==> src/rtl/sdq_pkg.sv <==
`timescale 1ns/1ps
package sdq_pkg;
    localparam int DIG_W = 3;
    localparam int CY_W  = 2;

    localparam logic [DIG_W-1:0] DIG_ILLEGAL = 3'b100;

    typedef enum logic [CY_W-1:0] {
        CY_ZERO = 2'b00,
        CY_POS  = 2'b01,
        CY_BAD  = 2'b10,
        CY_NEG  = 2'b11
    } cy_code_e;
endpackage

==> src/rtl/sdq_digit_term.sv <==
`timescale 1ns/1ps
// One weighted digit: sign-extend the 3-bit field, shift by 2*POS.
module sdq_digit_term
    import sdq_pkg::*;
#(
    parameter int RES_W = 32,
    parameter int POS   = 0
) (
    input  logic [DIG_W-1:0]        dig_i,
    output logic signed [RES_W-1:0] term_o,
    output logic                    bad_o
);
    localparam int SHIFT = 2 * POS;

    logic signed [RES_W-1:0] ext;

    always_comb begin
        bad_o  = (dig_i == DIG_ILLEGAL);
        ext    = {{(RES_W-DIG_W){dig_i[DIG_W-1]}}, dig_i};
        term_o = bad_o ? '0 : (ext <<< SHIFT);
    end
endmodule

==> src/rtl/sdq_carry_term.sv <==
`timescale 1ns/1ps
// Carry digit decoded to +/- 4^NDIG, illegal code gives zero and a flag.
module sdq_carry_term
    import sdq_pkg::*;
#(
    parameter int RES_W = 32,
    parameter int NDIG  = 4
) (
    input  logic [CY_W-1:0]         cy_i,
    output logic signed [RES_W-1:0] term_o,
    output logic                    bad_o
);
    localparam int SHIFT = 2 * NDIG;
    localparam logic signed [RES_W-1:0] UNIT = {{(RES_W-1){1'b0}}, 1'b1} <<< SHIFT;

    always_comb begin
        bad_o  = 1'b0;
        term_o = '0;
        case (cy_code_e'(cy_i))
            CY_POS:  term_o = UNIT;
            CY_NEG:  term_o = -UNIT;
            CY_BAD:  bad_o  = 1'b1;
            default: term_o = '0;
        endcase
    end
endmodule

==> src/rtl/sdq_term_sum.sv <==
`timescale 1ns/1ps
// Adds NTERM packed signed terms.
module sdq_term_sum #(
    parameter int RES_W = 32,
    parameter int NTERM = 5
) (
    input  logic [NTERM*RES_W-1:0]  terms_i,
    output logic signed [RES_W-1:0] sum_o
);
    always_comb begin
        sum_o = '0;
        for (int k = 0; k < NTERM; k++) begin
            sum_o = sum_o + $signed(terms_i[k*RES_W +: RES_W]);
        end
    end
endmodule

==> src/rtl/sdq2bin_conv.sv <==
`timescale 1ns/1ps
module sdq2bin_conv
    import sdq_pkg::*;
#(
    parameter int NDIG  = 4,
    parameter int RES_W = 32
) (
    input  logic                    clk,
    input  logic                    rst,
    input  logic                    in_vld,
    input  logic [NDIG*DIG_W-1:0]   in_digits,
    input  logic [CY_W-1:0]         in_carry,
    output logic                    out_vld,
    output logic signed [RES_W-1:0] out_value,
    output logic                    out_err
);
    localparam int NTERM = NDIG + 1;

    typedef struct packed {
        logic                    vld;
        logic                    err;
        logic signed [RES_W-1:0] val;
    } stage_t;

    logic [NTERM*RES_W-1:0]  terms;
    logic [NTERM-1:0]        bad;
    logic signed [RES_W-1:0] total;
    stage_t                  st_d;
    stage_t                  st_q;

    // Digit terms, one per position.
    for (genvar g = 0; g < NDIG; g++) begin : g_dig
        sdq_digit_term #(
            .RES_W(RES_W),
            .POS  (g)
        ) u_dig (
            .dig_i (in_digits[g*DIG_W +: DIG_W]),
            .term_o(terms[g*RES_W +: RES_W]),
            .bad_o (bad[g])
        );
    end

    // Carry term in the top slot.
    sdq_carry_term #(
        .RES_W(RES_W),
        .NDIG (NDIG)
    ) u_cy (
        .cy_i  (in_carry),
        .term_o(terms[NDIG*RES_W +: RES_W]),
        .bad_o (bad[NDIG])
    );

    sdq_term_sum #(
        .RES_W(RES_W),
        .NTERM(NTERM)
    ) u_sum (
        .terms_i(terms),
        .sum_o  (total)
    );

    always_comb begin
        st_d     = st_q;
        st_d.vld = in_vld;
        if (in_vld) begin
            st_d.val = total;
            st_d.err = |bad;
        end
    end

    always_ff @(posedge clk) begin
        if (rst) begin
            st_q <= '0;
        end else begin
            st_q <= st_d;
        end
    end

    assign out_vld   = st_q.vld;
    assign out_value = st_q.val;
    assign out_err   = st_q.err;
endmodule

==> config.mk <==
export PLATFORM = sky130hd
export DESIGN_NAME = sdq2bin_conv
export DESIGN_NICKNAME = d
export VERILOG_FILES = /design/src/rtl/sdq_pkg.sv /design/src/rtl/sdq_digit_term.sv /design/src/rtl/sdq_carry_term.sv /design/src/rtl/sdq_term_sum.sv /design/src/rtl/sdq2bin_conv.sv
export SDC_FILE = /design/constraint.sdc
export NUM_CORES = 1
export LEC_CHECK = 0
export CELL_PAD_IN_SITES_DETAIL_PLACEMENT = 1
export CELL_PAD_IN_SITES_GLOBAL_PLACEMENT = 2
export CORE_UTILIZATION = 41
export DETAILED_ROUTE_END_ITERATION = 12
export DONT_BUFFER_PORTS = 1
export GPL_TIMING_DRIVEN = 1
export PLACE_DENSITY_LB_ADDON = 0.3
export SLEW_MARGIN = 20
export SYNTH_ARGS = -nofsm -noshare
export SYNTH_HDL_FRONTEND = slang
export SYNTH_SLANG_ARGS = --single-unit
==> constraint.sdc <==
create_clock -name clk -period 15.2 [get_ports clk]
set_clock_uncertainty 0.2 [all_clocks]
set_input_delay 4.56 -clock clk [delete_from_list [all_inputs] [get_ports clk]]
set_output_delay 4.56 -clock clk [all_outputs]
set_load 0.01 [all_outputs]
==> results of run 1 <==
## path summary, 6_finish.rpt
path	start	to	cells after the start
worst max-delay path	in_digits[1]	out_value[13]	13
worst min-delay path	out_value[24]	out_value[24]	2
worst max register to register	out_value[27]	out_value[27]	2
worst min register to register	out_value[24]	out_value[24]	2
## metrics by stage
| step | instances | cell area, sq um | hold WS [ns] | setup WS (ns) | util (%) |
|---|---|---|---|---|---|
| 2_1_floorplan | 195 | 1907 | 0.2625 | 6.674 | - |
| 4_1_cts | 240 | 1969 | 0.2900 | 6.652 | 44.61 |
| 3_5_place_dp | 232 | 1878 | 0.2812 | 6.351 | 42.55 |
| 3_3_place_gp | 232 | 1878 | 0.2781 | 6.420 | 42.55 |
| 6_report | 240 | 1969 | 0.2889 | 6.682 | 44.61 |
| 5_1_grt | 240 | 1969 | 0.3234 | 6.423 | 44.61 |
## logic make-up (layout without fill, tap and decap cells)
family | count (synthesis) | count (layout) | synth area share, %
simple gates | 61 | 61 | 15.95
buf+inv | 33 | 26 | 8.464
xor+xnor | 1 | 1 | 0.4594
compound gates | 26 | 26 | 10.70
mux | 14 | 14 | 7.349
fa+ha+maj | 30 | 30 | 25.59
flops | 30 | 30 | 31.50
## critical path: cells and delay by family
family | cells | cell delay, ns
compound gates | 3 | 0.52
fa+ha+maj | 5 | 2.52
mux | 1 | 0.18
simple gates | 4 | 0.72
## cell usage in the layout, fill, tap and decap left out, drive strengths merged
| cell | instances |
|---|---|
| inv | 18 |
| o311a | 1 |
| nor2 | 33 |
| a22oi | 2 |
| ha | 15 |
| o21ai | 4 |
| a21o | 4 |
| nor3b | 1 |
| nand2b | 8 |
| clkinv | 1 |
| dfxtp | 30 |
| and3 | 1 |
| or2b | 2 |
| o32ai | 1 |
| clkbuf | 7 |
| mux2i | 14 |
| a311oi | 1 |
| nand2 | 8 |
| xnor2 | 1 |
| a21oi | 4 |
| nor3 | 4 |
| o21a | 1 |
| a31oi | 1 |
| nor2b | 3 |
| and2 | 1 |
| fa | 15 |
| a211oi | 7 |
## cell usage after synthesis (all sizes together) (2+ instances only)
cell type	n	area, sq um
a211oi	7	52.55
a21o	4	31.28
a21oi	4	23.77
a22oi	2	20.02
buf	10	75.07
clkbuf	5	18.77
dfxtp	30	600.6
fa	15	300.3
ha	15	187.7
inv	18	67.56
mux2i	14	140.1
nand2	8	30.03
nand2b	8	52.55
nor2	33	131.4
nor2b	3	18.77
nor3	4	35.03
o21ai	4	23.77
or2b	2	15.01
## power by group through the flow
| stage | Clock (uW) | Sequential [uW] | Combinational (uW) |
|---|---|---|---|
| 2_1_floorplan | 0 | 123 | 125 |
| 4_1_cts | 70.3 | 128 | 155 |
| 3_5_place_dp | 0 | 130 | 154 |
| 3_3_place_gp | 0 | 129 | 146 |
| 5_1_grt | 73.5 | 130 | 174 |
| 6_report | 66.9 | 127 | 151 |
## per-layer routing
| metal | vias up | track usage, % | share of wire, % |
|---|---|---|---|
| met5 | - | 0 | 0 |
| met4 | 0 | 9.111 | 2.6 |
| met3 | 9 | 6.061 | 5.6 |
| met2 | 31 | 33.65 | 53 |
| met1 | 624 | 20.07 | 39 |
| li1 | 614 | - | - |
## layout make-up
cell class | instances | area, sq um
Fill cell | 496 | 2445
Multi-Input combinational cell | 132 | 1145
Sequential cell | 30 | 600.6
Clock buffer | 7 | 86.33
Inverter | 18 | 67.56
Tap cell | 52 | 65.06
Clock inverter | 1 | 5.005
## registers in the layout (all words and copies together), names as in the netlist
signal and flops:
out_err 1, out_value 28, out_vld 1
==> metrics.md, run 1 <==
| Metric | Value |
|---|---|
| Crit path max fanout | 6 |
| Synth warn | 0 |
| Number of global-route vias before repair | 1504 |
| Wirelength per Cell | 17.31 um |
| MaxCap Viol Count | 0 |
| First-pass GRT wire length | 7010 um |
| Leak pwr | 0.0009212 uW |
| Later-pin clock latency in the skew report | 0.29 ns |
| Cell mode on critical path | fa_1 |
| Initial drt markers | 34 |
| RSZ-0062 raised after global routing | no |
| Sequential area share after synthesis | 31.50% |
| Clock Path Buffers | 2 |
| #FFs+latches synth | 30 |
| Final Setup Violations | 0 |
| FP Rows | 24 |
| Die Ht | 70.20 um |
| Setup Fix Bufs, Post-CTS | 0 |
| TritonCTS buffer count | 5 |
| WS Path Type | in -> reg |
| Part of the power in registers | 36.9% |
| Syn Area/Cell | 9.779 sq um |
| # H-tree levels | 2 |
| HP Class | reg -> reg |
| Root buf cell | clkbuf_8 |
| Distinct cells, synth | 36 |
| Synth Cell Area | 1907 sq um |
| IO Port Bufs | 0 |
| Worst path cell trace | nor2_1 > nor2b_1 > fa_1 > fa_1 > fa_1 > ha_1 > o21ai_2 > a21oi_2 > o21ai_0 > or2b_1 > fa_1 > mux2i_1 > nor2_1 |
| Status | completed |
| Sw power | 141.2 uW |
| VDD IR max | 0.08614 mV |
| # IOs | 51 |
| Pin count of the biggest net entering global routing | 40 |
| Max Clk Rate | 0.1174 GHz |
| Slowest stage cell, crit path | fa_1 |
| Synth Instances | 195 |
| Gate power share | 43.7% |
| Share of layout cells above drive strength 1 | 9.574% |
| Fraction of registers with async set/reset | 0% |
| Clock sink total | 30 |
| Worst path required time | 15.18 ns |
| Syn Nets | 242 |
| Residual DRC | 0 |
| Initial antenna violation count | 0 |
| Relative slew slack | 75.39% |
| Worst reg2reg setup slack | 14.21 ns |
| Core area | 4414 sq um |
| Arrival time at the worst endpoint | 8.49 ns |
| Clock transition at path regs | 0.06 ns |
| Switching Fraction | 40.88% |
| Tcrit/Tclk final | 56.04% |
| Via Count | 1278 |
| Wirelength, routed | 4155 um |
| Slew @ Worst Pin | 0.3683 ns |
| Largest stage delay, worst path | 0.59 ns |
| Power consumption | 345.3 uW |
| Hold buffer count at cts | 0 |
| Die ar. | 4927 sq um |
| Drt pass-1 iters | 4 |
| Via-to-Cell Ratio | 5.325 |
| Final ANT Viol Nets | 0 |
| CTS resizes | 0 |
| Nets | 234 |
| Count of pins over their slew limit | 0 |
| CP Launch Type | input pin |
| Post-synth top flop | dfxtp_1 |
| Clock network power share | 19.4% |
| Number of synthesized flops with an enable pin | 0 |
| Area growth, synth to finish | 3.281% |
| Pwr/cell area | 175.3 nW/um^2 |
| Final GP Congestion | 0.8523 |
| Grt ovf | 0 |
| Worst setup EP type | flip-flop |
| Tot GR Track Use | 18.93% |
| Final hold vios | 0 |
| DP HPWL | 3275 um |
| Minimum clock period | 8.518 ns |
| TritonCTS clock tree | yes |
| Die Wd | 70.20 um |
| Cell-internal power | 204.1 uW |
| Starting density of the core | 43.20% |
| Final setup TNS | 0 ns |
| Antenna cells | 0 |
No activity file was read; power rests on OpenSTA's default activity.
==> inputs of run 2 (changes only) <==
- CORE_UTILIZATION: 41 -> 38
- clock period: 15.2 -> 8.3 ns (I/O delays scaled with it)
==> metrics.md, run 2 (synthesis results as in run 1) <==
| Metric | Value |
|---|---|
| Via-to-Cell Ratio | 5.133 (-3.6%) |
| Final setup TNS | 0 ns (unchanged) |
| Cell-internal power | 370.7 uW (+82%) |
| Minimum clock period | 6.427 ns |
| DP HPWL | 3149 um (-3.8%) |
| Wirelength per Cell | 15.45 um (-11%) |
| Setup Fix Bufs, Post-CTS | 0 (unchanged) |
| Root buf cell | clkbuf_8 |
| Worst reg2reg setup slack | 7.29 ns (-6.92 ns) |
| DR WL met3 | 290 um (+26%) |
| Cell mode on critical path | fa_1 |
| Slew @ Worst Pin | 0.3717 ns (+0.003328 ns) |
| Tcrit/Tclk final | 77.43% |
| TritonCTS clock tree | yes |
| Commonest non-fill, non-tap cell in the layout | nor2_1 |
| Crit path max fanout | 4 (-2) |
| Setup WS pre-CTS | 1.531 ns (-4.820 ns) |
| Fillers | 560 (+13%) |
| Grt ovf | 0 (unchanged) |
| Area growth, synth to finish | 4.462% |
| Metal1 wirelength | 1591 um (-2.2%) |
| Clock sink total | 30 (unchanged) |
| Top Metal Used | met4 |
| RSZ-0062 raised after global routing | no |
| Worst setup EP type | flip-flop |
| Core area | 4786 sq um (+8.4%) |
| Largest stage delay, worst path | 0.58 ns (about the same) |
| Final Util | 41.62% (-3.0 points) |
| # IOs | 51 (unchanged) |
| Power consumption | 625.7 uW (+81%) |
| Detail Route met2 WL | 1987 um (-9.2%) |
| Starting density of the core | 39.84% (-3.4 points) |
| Final GP Congestion | 0.8226 (-3.5%) |
| VDD IR max | 0.1522 mV (+77%) |
| Sw power | 254.9 uW (+81%) |
| Share of layout cells above drive strength 1 | 10.11% (+0.53 points) |
| Worst r2r dst | out_value[27] |
| Die Wd | 72.84 um (+3.8%) |
| Gate power share | 43.0% (-0.7 points) |
| Count of pins over their slew limit | 0 (unchanged) |
| Max Clk Rate | 0.1556 GHz |
| Leak pwr | 0.0009201 uW (-0.11%) |
| Via Count | 1309 (+2.4%) |
| Slowest stage cell, crit path | fa_1 |
| Final hold vios | 0 (unchanged) |
| Antenna cells | 0 (unchanged) |
| Later-pin clock latency in the skew report | 0.29 ns (about the same) |
| Switching Fraction | 40.75% (-0.14 points) |
| Status | completed |
| Clock Path Buffers | 2 (unchanged) |
| Drt pass-1 iters | 4 (unchanged) |
| CP delay by family, top | adder cells |
| Nets | 234 (unchanged) |
| Part of the power in registers | 37.3% (+0.4 points) |
| # H-tree levels | 2 (unchanged) |
| WP buf/inv | 0 (unchanged) |
| Relative slew slack | 75.19% (-0.20 points) |
| Pin count of the biggest net entering global routing | 40 (unchanged) |
| First-pass GRT wire length | 6665 um (-4.9%) |
| Min Hold Slack | 0.2927 ns (+0.003720 ns) |
| Final worst slack | 1.873 ns (-4.809 ns) |
| FP Rows | 25 (+4.2%) |
| Die ar. | 5305 sq um (+7.7%) |
| CP Launch Type | input pin |
| Worst path required time | 8.28 ns (-6.90 ns) |
| Final Setup Violations | 0 (unchanged) |
| Reg2reg path depth | 2 (unchanged) |
| Most frequent cells in the layout | nor2_1 (32), dfxtp_1 (30), inv_1 (18), fa_1 (15), ha_1 (15) |
| Final ANT Viol Nets | 0 (unchanged) |
| End of the critical path | out_value[12] |
| Tot GR Track Use | 17.21% (-1.7 points) |
| Critical path depth in cells | 13 (unchanged) |
| Pwr/cell area | 314.1 nW/um^2 (+79%) |
| Arrival time at the worst endpoint | 6.41 ns (-2.08 ns) |
| Worst flop-to-flop path startpoint | out_value[27] |
| CTS resizes | 0 (unchanged) |
| Clock transition at path regs | 0.07 ns (about the same) |
| Wirelength, routed | 3941 um (-5.2%) |
| MaxCap Viol Count | 0 (unchanged) |
| IO Port Bufs | 0 (unchanged) |
| HP Class | reg -> reg |
| Die Ht | 72.84 um (+3.8%) |
| Hold buffer count at cts | 0 (unchanged) |
| Number of global-route vias before repair | 1459 (-3.0%) |
| Residual DRC | 0 (unchanged) |
| WS Path Type | in -> reg |
| Worst path cell trace | nor2_1 > nor2b_1 > fa_1 > fa_1 > fa_1 > ha_1 > and3_2 > a22oi_2 > nand2b_1 > a21o_1 > fa_1 > mux2i_1 > nor2_1 |
| TritonCTS buffer count | 5 (unchanged) |
| Worst Setup SP | in_digits[1] |
| Initial antenna violation count | 0 (unchanged) |
| Initial drt markers | 32 (-5.9%) |
| Max reg flops | 28 (unchanged) |
| Clock network power share | 19.8% (+0.4 points) |
run 2: worst min path at each step:
stage | to | cells after the start | from
CTS | out_value[22] | 2 | out_value[22]
floorplan | out_value[24] | 2 | out_value[24]
finish | out_value[22] | 2 | out_value[22]
detailed placement | out_value[22] | 2 | out_value[22]
global route | out_value[22] | 2 | out_value[22]
global placement | out_value[24] | 2 | out_value[24]
run 2: through the flow:
step	std cells	area (sq um)
3_5_place_dp	247	1897
2_1_floorplan	195	1907
4_1_cts	255	1992
3_3_place_gp	247	1897
5_1_grt	255	1992
6_report	255	1992
run 2: worst register-to-register path: cells and delay by family (launching register included):
family	cells	cell delay (ns)
DFF	1	0.45
AOI/OAI and AO/OA	1	0.20
and+or+nand+nor	1	0.08
run 2: cell type report:
cell class                      count  area, sq um  area share, %
Multi-Input combinational cell    132         1145          57.47
Sequential cell                    30        600.6          30.15
Tap cell                           67        83.83          4.209
Clock buffer                        6        82.58          4.146
Inverter                           18        67.56          3.392
Clock inverter                      2        12.51         0.6281
run 2: per-layer routing:
layer | GRT usage [%] | vias up
li1 | - | 621
met5 | 0 | -
met3 | 6.630 | 6
met4 | 7.190 | 0
met1 | 18.99 | 652
met2 | 29.60 | 30
run 2: power groups by stage:
stage	combinational, uW	sequential (uW)	clock [uW]
floorplan	230	225	0
global placement	266	236	0
detailed placement	275	238	0
CTS	276	235	129
global route	317	238	135
finish	269	233	124
